### src/rtl/sflash_xlat.sv
module sflash_xlat #(
  parameter int BANKS = 4,
  parameter int OFS_W = 24,
  parameter int AW = OFS_W + $clog2(BANKS),
  parameter logic [7:0] OP_RD = 8'h03,
  parameter logic [7:0] OP_FRD = 8'h0B,
  parameter logic [7:0] OP_PP = 8'h02
) (
  input  logic             clk,
  input  logic             rst_n,
  input  logic             sw_mode,
  input  logic             fast_rd,
  input  logic             burst_en,
  input  logic             wc_ie,
  input  logic [BANKS-1:0] bank_en,
  input  logic [BANKS-1:0] wm_flag,
  input  logic             bus_req,
  input  logic             bus_we,
  input  logic [AW-1:0]    bus_addr,
  input  logic [7:0]       bus_wdata,
  output logic [7:0]       bus_rdata,
  output logic             bus_ready,
  output logic [BANKS-1:0] wm_clr,
  output logic             wr_done,
  output logic             irq,
  output logic             bad_wr,
  output logic             bad_acc,
  output logic             sck,
  output logic             mosi,
  output logic [BANKS-1:0] cs_n,
  input  logic             miso
);
  localparam int BW = $clog2(BANKS);
  localparam int AB = OFS_W / 8;
  localparam int IW = $clog2(AB + 3);

  typedef enum logic [1:0] {S_IDLE, S_SHIFT, S_HOLD, S_END} st_t;

  st_t            st;
  logic [BW-1:0]  bk;
  logic [OFS_W-1:0] ofs, nxt;
  logic           wr, ph;
  logic [IW-1:0]  bidx, blast;
  logic [2:0]     bit_i;
  logic [7:0]     sh, wd;

  wire [BW-1:0]    req_bk  = bus_addr[AW-1 -: BW];
  wire [OFS_W-1:0] req_ofs = bus_addr[OFS_W-1:0];
  wire [BANKS-1:0] wm_eff  = wm_flag & ~wm_clr;
  wire pending    = bus_req && !bus_ready;
  wire take       = pending && (st == S_IDLE);
  wire refuse_acc = sw_mode || !bank_en[req_bk];
  wire refuse_wr  = bus_we && !wm_eff[req_bk];
  wire chain      = pending && burst_en && bus_we && (req_bk == bk) &&
                    (req_ofs == nxt) && !refuse_acc && wm_eff[req_bk];

  function automatic logic [7:0] next_byte(input logic [IW-1:0] k);
    if (k <= IW'(AB))
      return 8'(ofs >> (8 * (AB - int'(k))));
    return wr ? wd : 8'h00;
  endfunction

  always_ff @(posedge clk or negedge rst_n) begin
    if (!rst_n) begin
      st <= S_IDLE;
      bk <= '0; ofs <= '0; nxt <= '0; wr <= 1'b0; ph <= 1'b0;
      bidx <= '0; blast <= '0; bit_i <= '0; sh <= '0; wd <= '0;
      bus_rdata <= '0; bus_ready <= 1'b0; wm_clr <= '0;
      wr_done <= 1'b0; bad_wr <= 1'b0; bad_acc <= 1'b0;
    end else begin
      bus_ready <= 1'b0;
      bad_acc   <= 1'b0;
      bad_wr    <= 1'b0;
      wr_done   <= 1'b0;
      wm_clr    <= '0;
      case (st)
        S_IDLE: if (take) begin
          if (refuse_acc) begin
            bad_acc   <= 1'b1;
            bus_ready <= 1'b1;
            bus_rdata <= '0;
          end else if (refuse_wr) begin
            bad_wr    <= 1'b1;
            bus_ready <= 1'b1;
          end else begin
            st    <= S_SHIFT;
            bk    <= req_bk;
            ofs   <= req_ofs;
            wr    <= bus_we;
            wd    <= bus_wdata;
            bidx  <= '0;
            bit_i <= '0;
            ph    <= 1'b0;
            sh    <= bus_we ? OP_PP : (fast_rd ? OP_FRD : OP_RD);
            blast <= (!bus_we && fast_rd) ? IW'(AB + 2) : IW'(AB + 1);
          end
        end
        S_SHIFT: begin
          if (!ph) begin
            ph <= 1'b1;
          end else begin
            ph    <= 1'b0;
            bit_i <= bit_i + 3'd1;
            sh    <= {sh[6:0], miso};
            if (bit_i == 3'd7) begin
              if (bidx == blast) begin
                bus_ready <= 1'b1;
                if (!wr) begin
                  bus_rdata <= {sh[6:0], miso};
                  st <= S_END;
                end else begin
                  nxt <= ofs + 1'b1;
                  st  <= burst_en ? S_HOLD : S_END;
                end
              end else begin
                bidx <= bidx + 1'b1;
                sh   <= next_byte(bidx + 1'b1);
              end
            end
          end
        end
        S_HOLD: begin
          if (!burst_en) begin
            st <= S_END;
          end else if (pending) begin
            if (chain) begin
              st    <= S_SHIFT;
              ofs   <= req_ofs;
              wd    <= bus_wdata;
              sh    <= bus_wdata;
              bidx  <= blast;
              bit_i <= '0;
              ph    <= 1'b0;
            end else begin
              st <= S_END;
            end
          end
        end
        default: begin
          st <= S_IDLE;
          if (wr) begin
            wr_done <= 1'b1;
            wm_clr  <= BANKS'(1) << bk;
          end
        end
      endcase
    end
  end

  assign sck  = ph;
  assign mosi = (st == S_SHIFT) ? sh[7] : 1'b0;
  assign cs_n = (st == S_SHIFT || st == S_HOLD) ? ~(BANKS'(1) << bk) : '1;
  assign irq  = wr_done && wc_ie;

  a_r1_sw_refused: assert property (@(posedge clk) disable iff (!rst_n)
    (take && sw_mode) |=> (bad_acc && bus_ready && (&cs_n)));

  a_r3_sck_needs_cs: assert property (@(posedge clk) disable iff (!rst_n)
    sck |-> !(&cs_n));

  a_r6_wr_refused: assert property (@(posedge clk) disable iff (!rst_n)
    (take && !sw_mode && bank_en[req_bk] && bus_we && !wm_eff[req_bk]) |=> (bad_wr && (&cs_n)));

  a_r9_clr_with_done: assert property (@(posedge clk) disable iff (!rst_n)
    (|wm_clr) |-> (wr_done && $countones(wm_clr) == 1));

  a_r10_irq_gated: assert property (@(posedge clk) disable iff (!rst_n)
    irq |-> (wc_ie && wr_done));

  a_r11_ready_pulse: assert property (@(posedge clk) disable iff (!rst_n)
    bus_ready |=> !bus_ready);
endmodule

### config.mk
export PLATFORM = sky130hd
export DESIGN_NAME = sflash_xlat
export DESIGN_NICKNAME = d
export VERILOG_FILES = /design/src/rtl/sflash_xlat.sv
export SDC_FILE = /design/constraint.sdc
export NUM_CORES = 1
export LEC_CHECK = 0
export CELL_PAD_IN_SITES_DETAIL_PLACEMENT = 1
export CELL_PAD_IN_SITES_GLOBAL_PLACEMENT = 1
export CORE_MARGIN = 1
export CORE_UTILIZATION = 35
export CTS_BUF_LIST = sky130_fd_sc_hd__clkbuf_16
export CTS_CLUSTER_DIAMETER = 100
export DETAILED_ROUTE_END_ITERATION = 6
export DONT_BUFFER_PORTS = 1
export GPL_ROUTABILITY_DRIVEN = 0
export PLACE_DENSITY = 0.68
export SYNTH_ARGS = -nofsm -noshare
export SYNTH_HDL_FRONTEND = slang
export SYNTH_SLANG_ARGS = --single-unit
### constraint.sdc
create_clock -name clk -period 3.4 [get_ports clk]
set_clock_uncertainty 0.05 [all_clocks]
set_input_delay 1.02 -clock clk [delete_from_list [all_inputs] [get_ports clk]]
set_output_delay 1.02 -clock clk [all_outputs]
set_load 0.01 [all_outputs]
==> metrics, run 1 <==
Synth Cell Area 0.005281 mm2; Setup crit end kind flop; Critical Path Max Stage Delay 0.51 ns; Total GRT Usage 0.1879; vias 3,733; FMAX 338.0 MHz; slowest CP cell or3_2; H-Tree Depth 3; CTS buffer count 9; GRT Residual Overflow 0; syn_nets 553; row count 44; CTS tree yes; final hold vios 0; measured slew at the worst slew-check pin 0.6239 ns; PD cells 860.2 mW/mm2; ys async rst share 1.000; Clock power frac 0.215; layout cells sized above 1 0.1842; Post-synth EDFFs 0; Worst Path Required 3.59 ns; initial DRC count 168; non-filler instance count after layout 689; Synth Flop Type dfrtp_1; DR vias/cell 5.418; RSZ-0062 raised after global routing no; Buf/Inv on CP 1; fin util 0.3975; Setup Fix Bufs, Post-CTS 0; cell family contributing the most delay on the critical path simple AND/OR/NAND/NOR gates; combinational power share 0.400; Peak VDD IR 0.0002692 V; Worst Hold Class input pin to asynchronous set/reset pin; DP HPWL 10.33 mm; Sequential Power Share 0.386; Die ar. 0.01559 mm2; switching power of the nets 1.895 mW; Die Y 124.8 um; Gates resized, CTS repair 0; CP cell instances xor2_1 -> nor4_1 -> nand4_1 -> o31a_4 -> or3_2 -> buf_12 -> mux2_4; Core Area 0.01464 mm2; Worst-path clk slew 0.06 ns; Slew Viols, Final 0; final net count 559; Net Sw Frac 0.3786; Post-Synthesis Cells 494; max-cap violation count 0; clk buf depth 2; synthesized flop and latch total 94; Netlist cell types 59; Seq/Total Area, Yosys 0.4454; DRT Pass-1 Iters 6; vias in the first global route 4,029; worst skew pair latency 0.36 ns; Final Setup Violations 0; Rel. slew slack 0.5733; Routed Antenna Nets 0; hold_buf cts 0; CP Max Fanout 25; LEAKAGE 2.644 nW; mean routed wirelength per cell 20.21 um; Die W 124.8 um; Post-Route WL 13.92 mm; pin count of the biggest net entering global routing 95; ant diodes 0; Layout area overhead 10.21%; Starting Density 0.3606; failing checks design-rule violations; Worst Setup Path Type input pin to flop; CP arrival 3.15 ns; startpoint class of the critical path input pin; dpl cells 673; number of warnings issued by yosys 0; first-pass GRT wire length 22.50 mm; I/O Pins 74; TNS Setup 0 ns; # port buffers 0; Clk Tree Root Cell clkbuf_16; syn_area_per_cell 10.69 um2; P_int 3.111 mW; outcome finished with violations; min cycle time layout 2.959 ns; DRC Markers 14; period utilisation layout 0.8702; clock sink count 94; antenna violations before repair 0
[path summary, 6_finish.rpt]
| kind | from | endpoint | slack [ns] | cells past startpoint |
|---|---|---|---|---|
| min in group clk | nxt[6] | nxt[6] | 0.46 | 2 |
| worst min-delay path | rst_n | ofs[12] | 0.30 | 0 |
| worst max-delay path | bus_addr[14] | ofs[10] | 0.44 | 7 |
| worst min register to register | nxt[6] | nxt[6] | 0.46 | 2 |
| max in group asynchronous | rst_n | nxt[6] | 2.74 | 0 |
| worst max register to register | bk[0] | ofs[10] | 0.64 | 7 |
[logic make-up (layout without fill, tap and decap cells)]
group / after synthesis / count (layout) / share of synthesized area
adder cells (fa/ha/maj): 8 / 8 / 0.01895
AND/OR/NAND/NOR: 151 / 151 / 0.1547
XOR/XNOR: 51 / 51 / 0.08458
AO/OA/AOI/OAI: 88 / 88 / 0.1097
buffers and inverters: 44 / 55 / 0.04406
flip-flops: 94 / 94 / 0.4454
multiplexers: 58 / 58 / 0.1426
[synth_stat cells, types with 3 or more instances]
master,count,share of area
dfrtp_1,94,0.45
nand2_1,49,0.035
o21ai_0,44,0.042
xor2_1,44,0.073
mux2_4,30,0.085
nand3_1,23,0.022
inv_1,19,0.014
clkbuf_1,17,0.012
nor2_1,17,0.012
mux2_2,16,0.034
mux2i_1,10,0.019
a21oi_1,9,0.0085
ha_1,8,0.019
and3_1,7,0.0083
nor3_1,7,0.0066
nor3b_1,7,0.010
xnor2_1,7,0.012
nor2b_1,6,0.0071
nand4_1,5,0.0059
nor4_1,5,0.0059
o211ai_1,5,0.0071
a222oi_1,4,0.0076
nor4_2,4,0.0095
a211oi_1,3,0.0043
a22oi_1,3,0.0043
buf_12,3,0.011
buf_2,3,0.0028
nand2b_1,3,0.0036
nand3b_1,3,0.0043
o22a_1,3,0.0050
[power groups by stage]
stage	logic (mW)	registers [mW]	clock network, mW
after floorplan	1.60	1.76	0
after global placement	1.94	1.93	0
after detailed placement	2.01	1.94	0
after CTS	2.02	1.93	1.10
after global routing	2.19	1.99	1.14
final	2.00	1.93	1.07
[flip-flops by register name, summed over array words and instances (netlist names), 2 cells and up]
| register | flops |
|---|---|
| bidx | 3 |
| ofs | 24 |
| wm_clr | 4 |
| nxt | 24 |
| st | 2 |
| bk | 2 |
| bus_rdata | 8 |
| bit_i | 3 |
| wd | 8 |
| blast | 2 |
| sh | 8 |
[layout make-up]
| cell class | instances | area [um2] |
|---|---|---|
| fillers | 1640 | 8823 |
| multi-input cells | 356 | 2698 |
| flip-flops and latches | 94 | 2352 |
| well taps | 184 | 230.2 |
| clock buffers | 9 | 225.2 |
| repair buffers | 20 | 162.7 |
| clock inverters | 7 | 81.33 |
| inverters | 19 | 71.32 |
[layout by cell type, fill, tap and decap left out, types with 8 or more instances in the layout]
cell,n
xor2_1,44
mux2_4,30
buf_4,19
ha_1,8
o21ai_0,44
mux2_2,16
inv_1,21
nor2_1,17
a21oi_1,9
nand2_1,49
dfrtp_1,94
nand3_1,23
mux2i_1,10
clkbuf_16,9
[through the flow]
stage	worst slack (ns)	cell area (um2)	hold slack [ns]	power [mW]
after floorplan	0.3339	5281	0.4192	3.353
after global placement	0.06191	5514	0.4310	3.871
after detailed placement	0.07919	5514	0.4444	3.951
after CTS	0.4426	5821	0.2946	5.050
after global routing	0.3437	5821	0.2935	5.315
final	0.4412	5821	0.3045	5.007
[routing by layer]
metal / part of all wire / track usage
met1: 0.46 / 0.2449
met2: 0.47 / 0.2935
met3: 0.051 / 0.04424
met4: 0.024 / 0.09039
met5: 0 / 0
[worst reg2reg max path: stages, from the launching register on]
cell and delay, ns:
dfrtp_1 0.49, xor2_1 0.20, nor4_1 0.39, nand4_1 0.17
o31a_4 0.31, or3_2 0.51, buf_12 0.21, mux2_4 0.33
Power figures use the tool's default switching activity.
==> run 2: changes to the inputs <==
==> constraint.sdc (replaced) <==
create_clock -name clk -period 3.1 [get_ports clk]
set_clock_uncertainty 0.05 [all_clocks]
set_input_delay 0.93 -clock clk [delete_from_list [all_inputs] [get_ports clk]]
set_output_delay 0.93 -clock clk [all_outputs]
set_load 0.01 [all_outputs]
==> metrics, run 2 (synthesis results as in run 1) <==
PD cells 932.4 mW/mm2 (+8.4%); CTS tree yes; dpl cells 677 (+0.59%); fin util 0.3979 (+0.0004270); Die Y 124.8 um (unchanged); Clock power frac 0.199 (-0.016); period utilisation layout 0.9277; H-Tree Depth 3 (unchanged); LEAKAGE 2.634 nW (-0.38%); CP Max Fanout 25 (unchanged); most frequent cells in the layout dfrtp_1, nand2_1, o21ai_0, xor2_1, mux2_4; Worst Setup Path Type input pin to flop; DRT Pass-1 Iters 6 (unchanged); P_int 3.299 mW (+6.0%); Rel. slew slack 0.5948 (+0.02150); R2R depth 8 (+1); Die W 124.8 um (unchanged); pin count of the biggest net entering global routing 95 (unchanged); vias 3,823 (+2.4%); DR vias/cell 5.517 (+1.8%); GRT Residual Overflow 0 (unchanged); DP Worst Slack -0.1604 ns (-0.2396 ns); row count 44 (unchanged); Finished Cell Area 0.005827 mm2 (+0.11%); FF-to-FF setup slack 0.36 ns (-0.28 ns); largest registers nxt: 24 flops, ofs: 24 flops; initial DRC count 225 (+34%); Layout area overhead 10.33%; DP HPWL 10.28 mm (-0.55%); measured slew at the worst slew-check pin 0.6055 ns (-0.01836 ns); Post-Route WL 13.82 mm (-0.75%); mean routed wirelength per cell 19.94 um (-1.3%); final net count 563 (+0.72%); # port buffers 0 (unchanged); Clk Tree Root Cell clkbuf_16; FMAX 347.7 MHz; outcome finished with violations; Routed Antenna Nets 0 (unchanged); CTS buffer count 9 (unchanged); TNS Setup 0 ns (unchanged); setup ws final 0.2242 ns (-0.2170 ns); min cycle time layout 2.876 ns; Post-DP Area 0.005544 mm2 (+0.54%); CP arrival 3.07 ns (-0.08 ns); Core Area 0.01464 mm2 (unchanged); failing checks design-rule violations; clock sink count 94 (unchanged); DRC Markers 14 (unchanged); ant diodes 0 (unchanged); Gates resized, CTS repair 0 (unchanged); r2r endpoint ofs[21]; Worst Path Required 3.30 ns (-0.29 ns); Slew Viols, Final 0 (unchanged); max-cap violation count 0 (unchanged); final hold vios 0 (unchanged); non-filler instance count after layout 693 (+0.58%); worst skew pair latency 0.36 ns (about the same); antenna violations before repair 0 (unchanged); Starting Density 0.3606 (unchanged); most common cell after layout, fill and taps aside dfrtp_1; Final Setup Violations 0 (unchanged); Die ar. 0.01559 mm2 (unchanged); Peak VDD IR 0.0003589 V (+33%); layout cells sized above 1 0.1965 (+0.01231); I/O Pins 74 (unchanged); startpoint class of the critical path input pin; Total GRT Usage 0.1888 (+0.0009519); Min Hold Slack 0.2085 ns (-0.09597 ns); Net Sw Frac 0.3928 (+0.01424); Setup crit end kind flop; hold_buf cts 0 (unchanged); RSZ-0062 raised after global routing no; r2r startpoint nxt[12]; clk buf depth 2 (unchanged); vias in the first global route 4,002 (-0.67%); Worst-path clk slew 0.07 ns (about the same); switching power of the nets 2.134 mW (+13%); first-pass GRT wire length 22.49 mm (about the same); Setup Fix Bufs, Post-CTS 0 (unchanged); Final Total Pwr 5.433 mW (+8.5%); Sequential Power Share 0.390 (+0.004); combinational power share 0.410 (+0.010); Worst Hold Class input pin to asynchronous set/reset pin
run 2: cell types whose count changed in the layout (fill, tap and decap cells not counted):
cell,before,now
clkinv_4,0,2
inv_1,21,19
clkinv_2,2,0
inv_6,0,2
clkinv_1,1,0
bufinv_16,2,0
clkinvlp_4,0,3
buf_4,19,23
run 2: layout make-up:
cell class / count / area, um2
Clock buffer: 9 / 225.2
Clock inverter: 7 / 57.56
Fill cell: 1629 / 8817
Inverter: 19 / 71.32
Multi-Input combinational cell: 356 / 2698
Sequential cell: 94 / 2352
Tap cell: 184 / 230.2
Timing Repair Buffer: 24 / 192.7
run 2: per-layer routing:
metal | up-vias | GRT usage | share of wire
met1 | 1939 | 0.2475 | 0.45
met5 | - | 0 | 0
met4 | 0 | 0.08608 | 0.022
li1 | 1766 | - | -
met2 | 100 | 0.2954 | 0.47
met3 | 18 | 0.04467 | 0.063
run 2: how the worst max path moves through the flow:
| stage | start | end | depth (start not counted) |
|---|---|---|---|
| 3_5_place_dp | bus_addr[12] | ofs[13] | 8 |
| 5_1_grt | bus_addr[12] | ofs[21] | 8 |
| 3_3_place_gp | bus_addr[12] | wd[2] | 8 |
| 6_report | bus_addr[12] | ofs[21] | 8 |
| 4_1_cts | bus_addr[12] | ofs[13] | 8 |
| 2_1_floorplan | bus_addr[25] | ofs[10] | 8 |
run 2: worst max-delay path, stage by stage:
cell	delay (ns)
xor2_1	0.15
nor4_1	0.38
buf_4	0.17
nand4_1	0.09
o31a_4	0.30
or3_2	0.50
buf_12	0.21
mux2_4	0.31
run 2: power by group through the flow:
stage,clock [mW],combinational (mW),sequential (mW)
2_1_floorplan,0,1.75,1.93
3_3_place_gp,0,2.16,2.11
3_5_place_dp,0,2.24,2.13
4_1_cts,1.10,2.25,2.11
5_1_grt,1.14,2.45,2.18
6_report,1.08,2.23,2.12
